## config.mk

```make
export PLATFORM = sky130hd
export DESIGN_NAME = eeprom_pin_share
export DESIGN_NICKNAME = d
export VERILOG_FILES = /design/src/rtl/eeprom_pin_share.sv
export SDC_FILE = /design/constraint.sdc
export NUM_CORES = 1
export LEC_CHECK = 0
export CAP_MARGIN = 25
export CELL_PAD_IN_SITES_DETAIL_PLACEMENT = 1
export CELL_PAD_IN_SITES_GLOBAL_PLACEMENT = 2
export CORE_MARGIN = 2
export CORE_UTILIZATION = 20
export DETAILED_ROUTE_END_ITERATION = 6
export GPL_TIMING_DRIVEN = 0
export HOLD_SLACK_MARGIN = 0.06
export MAX_ROUTING_LAYER = met4
export PLACE_DENSITY_LB_ADDON = 0.2
export SLEW_MARGIN = 20
export SYNTH_ARGS = -nofsm -noshare
export SYNTH_HDL_FRONTEND = slang
export SYNTH_SLANG_ARGS = --single-unit
```

## constraint.sdc

```tcl
create_clock -name clk -period 1.1 [get_ports clk]
set_clock_uncertainty 0.15 [all_clocks]
set_input_delay 0.22 -clock clk [delete_from_list [all_inputs] [get_ports clk]]
set_output_delay 0.22 -clock clk [all_outputs]
set_load 0.05 [all_outputs]
```

## src/rtl/eeprom_pin_share.sv

```systemverilog
module eeprom_pin_share #(
  parameter int SYNC_STAGES = 2
) (
  input  logic       clk,
  input  logic       rst_n,
  input  logic       soft_rst,
  input  logic       sio_wr,
  input  logic [7:0] sio_wdata,
  output logic [7:0] sio_rdata,
  input  logic       nv_wr,
  input  logic       nv_clk,
  input  logic       nv_dout,
  input  logic       nv_oe,
  input  logic       ee_clk_in,
  output logic       ee_clk_o,
  output logic       ee_clk_oe,
  input  logic       ee_data_in,
  output logic       ee_data_o,
  output logic       ee_data_oe,
  input  logic       md_in,
  input  logic       mint_clr,
  output logic       mint_flag,
  output logic [3:0] mgmt_bits
);

  logic minten, eclk, etxen, edata, own_sio, port_en;
  logic [SYNC_STAGES-1:0] dsync, msync;
  logic d_s, m_s;

  assign d_s = dsync[SYNC_STAGES-1];
  assign m_s = msync[SYNC_STAGES-1];

  always_ff @(posedge clk or negedge rst_n) begin
    if (!rst_n) begin
      {minten, eclk, etxen, edata} <= '0;
      mgmt_bits <= '0;
      own_sio   <= 1'b0;
      mint_flag <= 1'b0;
      dsync     <= '0;
      msync     <= '0;
    end else if (soft_rst) begin
      {minten, eclk, etxen, edata} <= '0;
      mgmt_bits <= '0;
      own_sio   <= 1'b0;
      mint_flag <= 1'b0;
      dsync     <= '0;
      msync     <= '0;
    end else begin
      dsync <= {dsync[SYNC_STAGES-2:0], ee_data_in};
      msync <= {msync[SYNC_STAGES-2:0], md_in};
      if (sio_wr)
        {minten, eclk, etxen, edata, mgmt_bits} <= sio_wdata;
      else if (!etxen)
        edata <= d_s;
      if (nv_wr)
        own_sio <= 1'b0;
      else if (sio_wr)
        own_sio <= 1'b1;
      if (minten && !m_s)
        mint_flag <= 1'b1;
      else if (mint_clr)
        mint_flag <= 1'b0;
    end
  end

  // Port presence is latched from the clock pin level while reset is applied.
  always_ff @(posedge clk) begin
    if (!rst_n || soft_rst)
      port_en <= ee_clk_in;
  end

  assign sio_rdata  = {minten, eclk & port_en, etxen, edata, mgmt_bits};
  assign ee_clk_oe  = port_en;
  assign ee_clk_o   = port_en & (own_sio ? eclk : nv_clk);
  assign ee_data_oe = own_sio ? etxen : nv_oe;
  assign ee_data_o  = own_sio ? edata : nv_dout;

  assert_nv_wins_R1: assert property (@(posedge clk) disable iff (!rst_n)
    nv_wr |=> !own_sio);
  assert_sio_takes_R1: assert property (@(posedge clk) disable iff (!rst_n)
    (sio_wr && !nv_wr && !soft_rst) |=> own_sio);
  assert_soft_clear_R2: assert property (@(posedge clk) disable iff (!rst_n)
    soft_rst |=> (sio_rdata == 8'h00) && !mint_flag && !own_sio);
  assert_disabled_quiet_R4: assert property (@(posedge clk) disable iff (!rst_n)
    !port_en |-> !ee_clk_o && !sio_rdata[6]);
  assert_data_hold_R5: assert property (@(posedge clk) disable iff (!rst_n)
    (etxen && !sio_wr && !soft_rst) |=> $stable(edata));
  assert_released_R6: assert property (@(posedge clk) disable iff (!rst_n)
    (own_sio && !etxen) |-> !ee_data_oe);
  assert_flag_set_R8: assert property (@(posedge clk) disable iff (!rst_n)
    (minten && !m_s && !soft_rst) |=> mint_flag);

endmodule

```

# --- After elaboration in Yosys (flattened, before gate mapping) ---
# Index checks and enable logic that the tools add are counted.
totals:
  regBits: 15
  wordCells: 42
  output_inout_bits: 17
  in_bits: 20
op_classes:
  n_reduce_logical: 7
  mux: 22
  n_eq_ne: 1
  bitwise_logic: 2
ops:
  columns: ["operator", "n"]
  rows:
  - ["$mux W1", 18]
  - ["$mux W4", 2]
  - ["$reduce_bool A3 Y1", 2]
  - ["$mux W2", 2]
  - ["$ne A3 B3 Y1 const B", 1]
  - ["$and A1 B1 Y1", 2]
  - ["$logic_not A1 Y1", 2]
  - ["$reduce_bool A2 Y1", 1]
  - ["$logic_and A1 B1 Y1", 1]
  - ["$logic_or A1 B1 Y1", 1]

# --- Longest topological paths before layout ---
depth:
  word_depth: 4
  mapped_depth: 3
  depth_no_buf: 2

# --- Least setup slack after synthesis ---
# Ideal clock, no wire load.
synth_path:
  path_kind: "reg-to-output"
  startpoint: "register port_en, in the netlist ee_clk_oe"
  endpoint: "output ee_clk_o"
  path_buffers: 0
  required_time_ps: 730
  path_stages_with_launch: 2
  setup_slack_ps: -684
  t_arrival_ps: 1414
  cell_sequence: "edfxtp_1 > nor2b_1"
synth_via:
  elab_chain_len: 1
synth_lines:
  columns: ["element", "line", "rtl"]
  rows:
  - ["from (decl)", "26", "logic minten, eclk, etxen, edata, own_sio, port_en;"]
  - ["from (signal assigned)", "69", "port_en <= ee_clk_in;"]
  - ["$and A1 B1 Y1", "74", "assign ee_clk_o = port_en & (own_sio ? eclk : nv_clk);"]
  - ["to (decl)", "15", "output logic ee_clk_o,"]
# Every way passes these cells.

# --- Worst setup path in the final report ---
layout_path:
  startpoint: "register own_sio"
  endpoint: "output ee_clk_o"
layout_via:
  elab_chain_len: 2
layout_lines:
  columns: ["element", "line", "rtl"]
  rows:
  - ["from (decl)", "26", null]
  - ["from (signal assigned)", "37", "own_sio <= 1'b0;"]
  - ["from (signal assigned)", "44", "own_sio <= 1'b0;"]
  - ["from (signal assigned)", "56", "own_sio <= 1'b0;"]
  - ["$mux W1", "74", null]
  - ["$and A1 B1 Y1", "74", null]
# Every way passes these cells.

==> flow_metrics.py <==
metrics = {
    "clock_network": {
        "clock-sinks": 15,
        "cts_root_buf": "clkbuf_4",
        "numCtsBuffers": 3,
        "clockBufferDepth": 2,
        "clk_pin_slew_worst_paths_ns": 0.09,
        "insertion_delay_ns": 0.27,
        "cts_tree": "done",
        "htreeDepth": 1,
    },
    "power_and_ir_drop": {
        "seqPwrFrac_pct": 44.3,
        "ir_worst_vdd_v": 0.000358,
        "pwr-share-comb_pct": 33.2,
        "p_int_mw": 0.963,
        "p_sw_share_pct": 30.6,
        "leakagePower_nw": 0.602,
        "p_sw_mw": 0.425,
        "power.density_mw_per_mm2": 1080,
        "p_clk_share_pct": 22.4,
    },
    "yosys": {
        "synthCells": 57,
        "yosys_register_bits": 15,
        "synth_cell_type_count": 16,
        "synth_most_common_cell": "dfrtp_1",
        "ys_async_sr_fraction_pct": 93.3,
        "syn_avg_cell_area_sq_um": 12.1,
        "synth_area_sq_um": 688,
        "synth_top_area_share_pct": 50.9,
        "yosys_warnings": 0,
        "netlist_top_cells_count": "dfrtp_1, mux2i_1, nor2_1",
        "synthTopCellsByArea": "dfrtp_1, mux2i_1, buf_4, nor2b_1, edfxtp_1",
        "synth_largest_area_cell": "dfrtp_1",
        "synth_edf_count": 1,
        "synth_ff_type": "dfrtp_1",
        "ys_seq_area_share_pct": 55.3,
        "syn_nets": 77,
    },
    "global_route": {
        "grt_start_max_net_pins": 16,
        "grt_pass1_vias": 577,
        "antenna_found_initial": 0,
        "overflow": 0,
        "gr-usage-all-layers_pct": 9.37,
        "grt_pass1_wl_um": 2700,
    },
    "timing": {
        "setup-violations-final": 19,
        "rsz0062_at_grt": "true",
        "final_min_period_over_clock_period_pct": 143,
        "fin_ws_ns": -0.473,
        "finalHoldViolCount": 14,
        "min_period_ns": 1.57,
        "tightest_slew_ns": 0.390,
        "maxSlewHeadroom_pct": 74.0,
        "slew_viol_final": 0,
        "fmax_mhz": 636,
        "holdWs_ns": -0.211,
    },
    "worst_setup_path": {
        "cp-start-kind": "register",
        "reg2reg_slack_ns": -0.02,
        "r2r_cells": 3,
        "required_ns": 0.73,
        "crit_type": "register to output pin",
        "cp_max_fo": 4,
        "endpoint_kind": "output pin",
        "worst-endpoint-arrival_ns": 1.20,
        "r2r_start": "etxen",
        "r2r-end": "edata",
    },
    "detailed_routing": {
        "ant_nets": 0,
        "drtPass1Iterations": 3,
        "drtIter0Drc": 11,
        "wl_um": 1630,
        "drc": 0,
        "viasPerCell": 3.69,
        "wire_per_inst_um": 11.0,
        "vias": 546,
    },
    "floorplan": {
        "fp-row-count": 21,
        "start_util_pct": 20.8,
        "ios": 37,
        "dieHeight_um": 62.7,
        "die_area_sq_mm": 0.00393,
        "coreArea_sq_mm": 0.00331,
        "fp.dieW_um": 62.7,
    },
    "finish": {
        "drive_above_1_share_pct": 48.0,
        "antenna_cells": 0,
        "layout.nets": 123,
        "fillers": 379,
        "finalNonFillerCells": 148,
        "area.growth.synth_to_final_pct": 86.4,
        "fin_area_sq_mm": 0.00128,
    },
    "status": {
        "status": "finished, violations left",
        "violations": "hold timing, setup timing",
    },
    "place": {
        "gp_congestion": 0.700,
        "post_dp_cell_area_sq_mm": 0.00113,
        "port_buffers": 35,
        "place_inst": 138,
    },
    "job": {
        "maxCapViolCount": 0,
    },
    "hold_path": {
        "hold_class": "input pin to async pin",
    },
}
==> registers in the layout, indices dropped and copies added (netlist names) <==
name / cells
ee_clk_oe: 1
mgmt_bits: 4
eclk: 1
dsync: 2
msync: 2
edata: 1
minten: 1
etxen: 1
mint_flag: 1
own_sio: 1
==> repair_timing <==
item,4_1_cts,5_1_grt
resized for setup,134,7
setup buffers,5,6
pin swaps,1,1
endpoints found under the setup margin,27,21
hold endpoints to repair,14,14
==> routing by layer <==
metal / share of wire, % / global-route usage, %
met5: 0 / -
met4: 0.92 / 5.83
met3: 4.7 / 1.80
met2: 55 / 16.3
met1: 39 / 9.76
==> critical path, stage by stage, from the launching register on <==
cell and delay (ns):
dfrtp_2 0.43, mux2i_2 0.28, nor2b_4 0.06, buf_6 0.15
==> worst max path at each step <==
stage | end | from | cells after the start | slack (ns)
2_1_floorplan | ee_clk_o | ee_clk_oe | 1 | -0.32
3_3_place_gp | ee_clk_o | nv_clk | 4 | -0.96
3_5_place_dp | ee_clk_o | nv_clk | 4 | -0.96
5_1_grt | ee_clk_o | own_sio | 3 | -0.55
6_report | ee_clk_o | own_sio | 3 | -0.47
4_1_cts | ee_clk_o | own_sio | 3 | -0.50
==> stage by stage <==
step | utilization (%) | setup TNS [ns] | power (mW) | setup slack [ns]
2_1_floorplan | - | -0.770 | 0.862 | -0.319
3_3_place_gp | 34.2 | -16.85 | 1.03 | -0.960
3_5_place_dp | 34.2 | -16.88 | 1.03 | -0.965
4_1_cts | 37.2 | -4.43 | 1.41 | -0.501
5_1_grt | 38.7 | -5.18 | 1.48 | -0.551
6_report | 38.7 | -4.22 | 1.39 | -0.473
==> cells in the final DEF (no fill, tap or decap), types with 2 or more instances in the layout <==
cell type / count
buf_6: 19
clkdlybuf4s50_1: 16
dfrtp_1: 9
nor2_1: 8
mux2i_1: 7
buf_8: 7
buf_4: 6
dfrtp_2: 5
nor2b_1: 4
nand2b_1: 3
clkbuf_4: 3
mux2_4: 2
mux2i_2: 2
nor2b_4: 2
==> cell families after synthesis <==
| kind of cell | count (synthesis) | synth area share, % |
|---|---|---|
| muxes | 11 | 16.4 |
| and+or+nand+nor | 19 | 15.3 |
| AOI/OAI and AO/OA | 2 | 2.54 |
| buffers and inverters | 10 | 10.5 |
| DFF | 15 | 55.3 |
==> final cells by class <==
class / count / area [sq um] / area share, %
Inverter: 1 / 3.75 / 0.293
Clock buffer: 4 / 26.3 / 2.05
Multi-Input combinational cell: 32 / 260 / 20.3
Timing Repair Buffer: 45 / 495 / 38.6
Tap cell: 46 / 57.6 / 4.49
Sequential cell: 15 / 387 / 30.1
Buffer: 5 / 52.6 / 4.10
==> power by group through the flow <==
stage,clock (mW),combinational [mW],sequential (mW)
6_report,0.311,0.462,0.616
5_1_grt,0.371,0.487,0.621
3_3_place_gp,0,0.404,0.621
3_5_place_dp,0,0.408,0.623
2_1_floorplan,0,0.195,0.667
4_1_cts,0.342,0.449,0.616
Power figures use the tool's default switching activity.
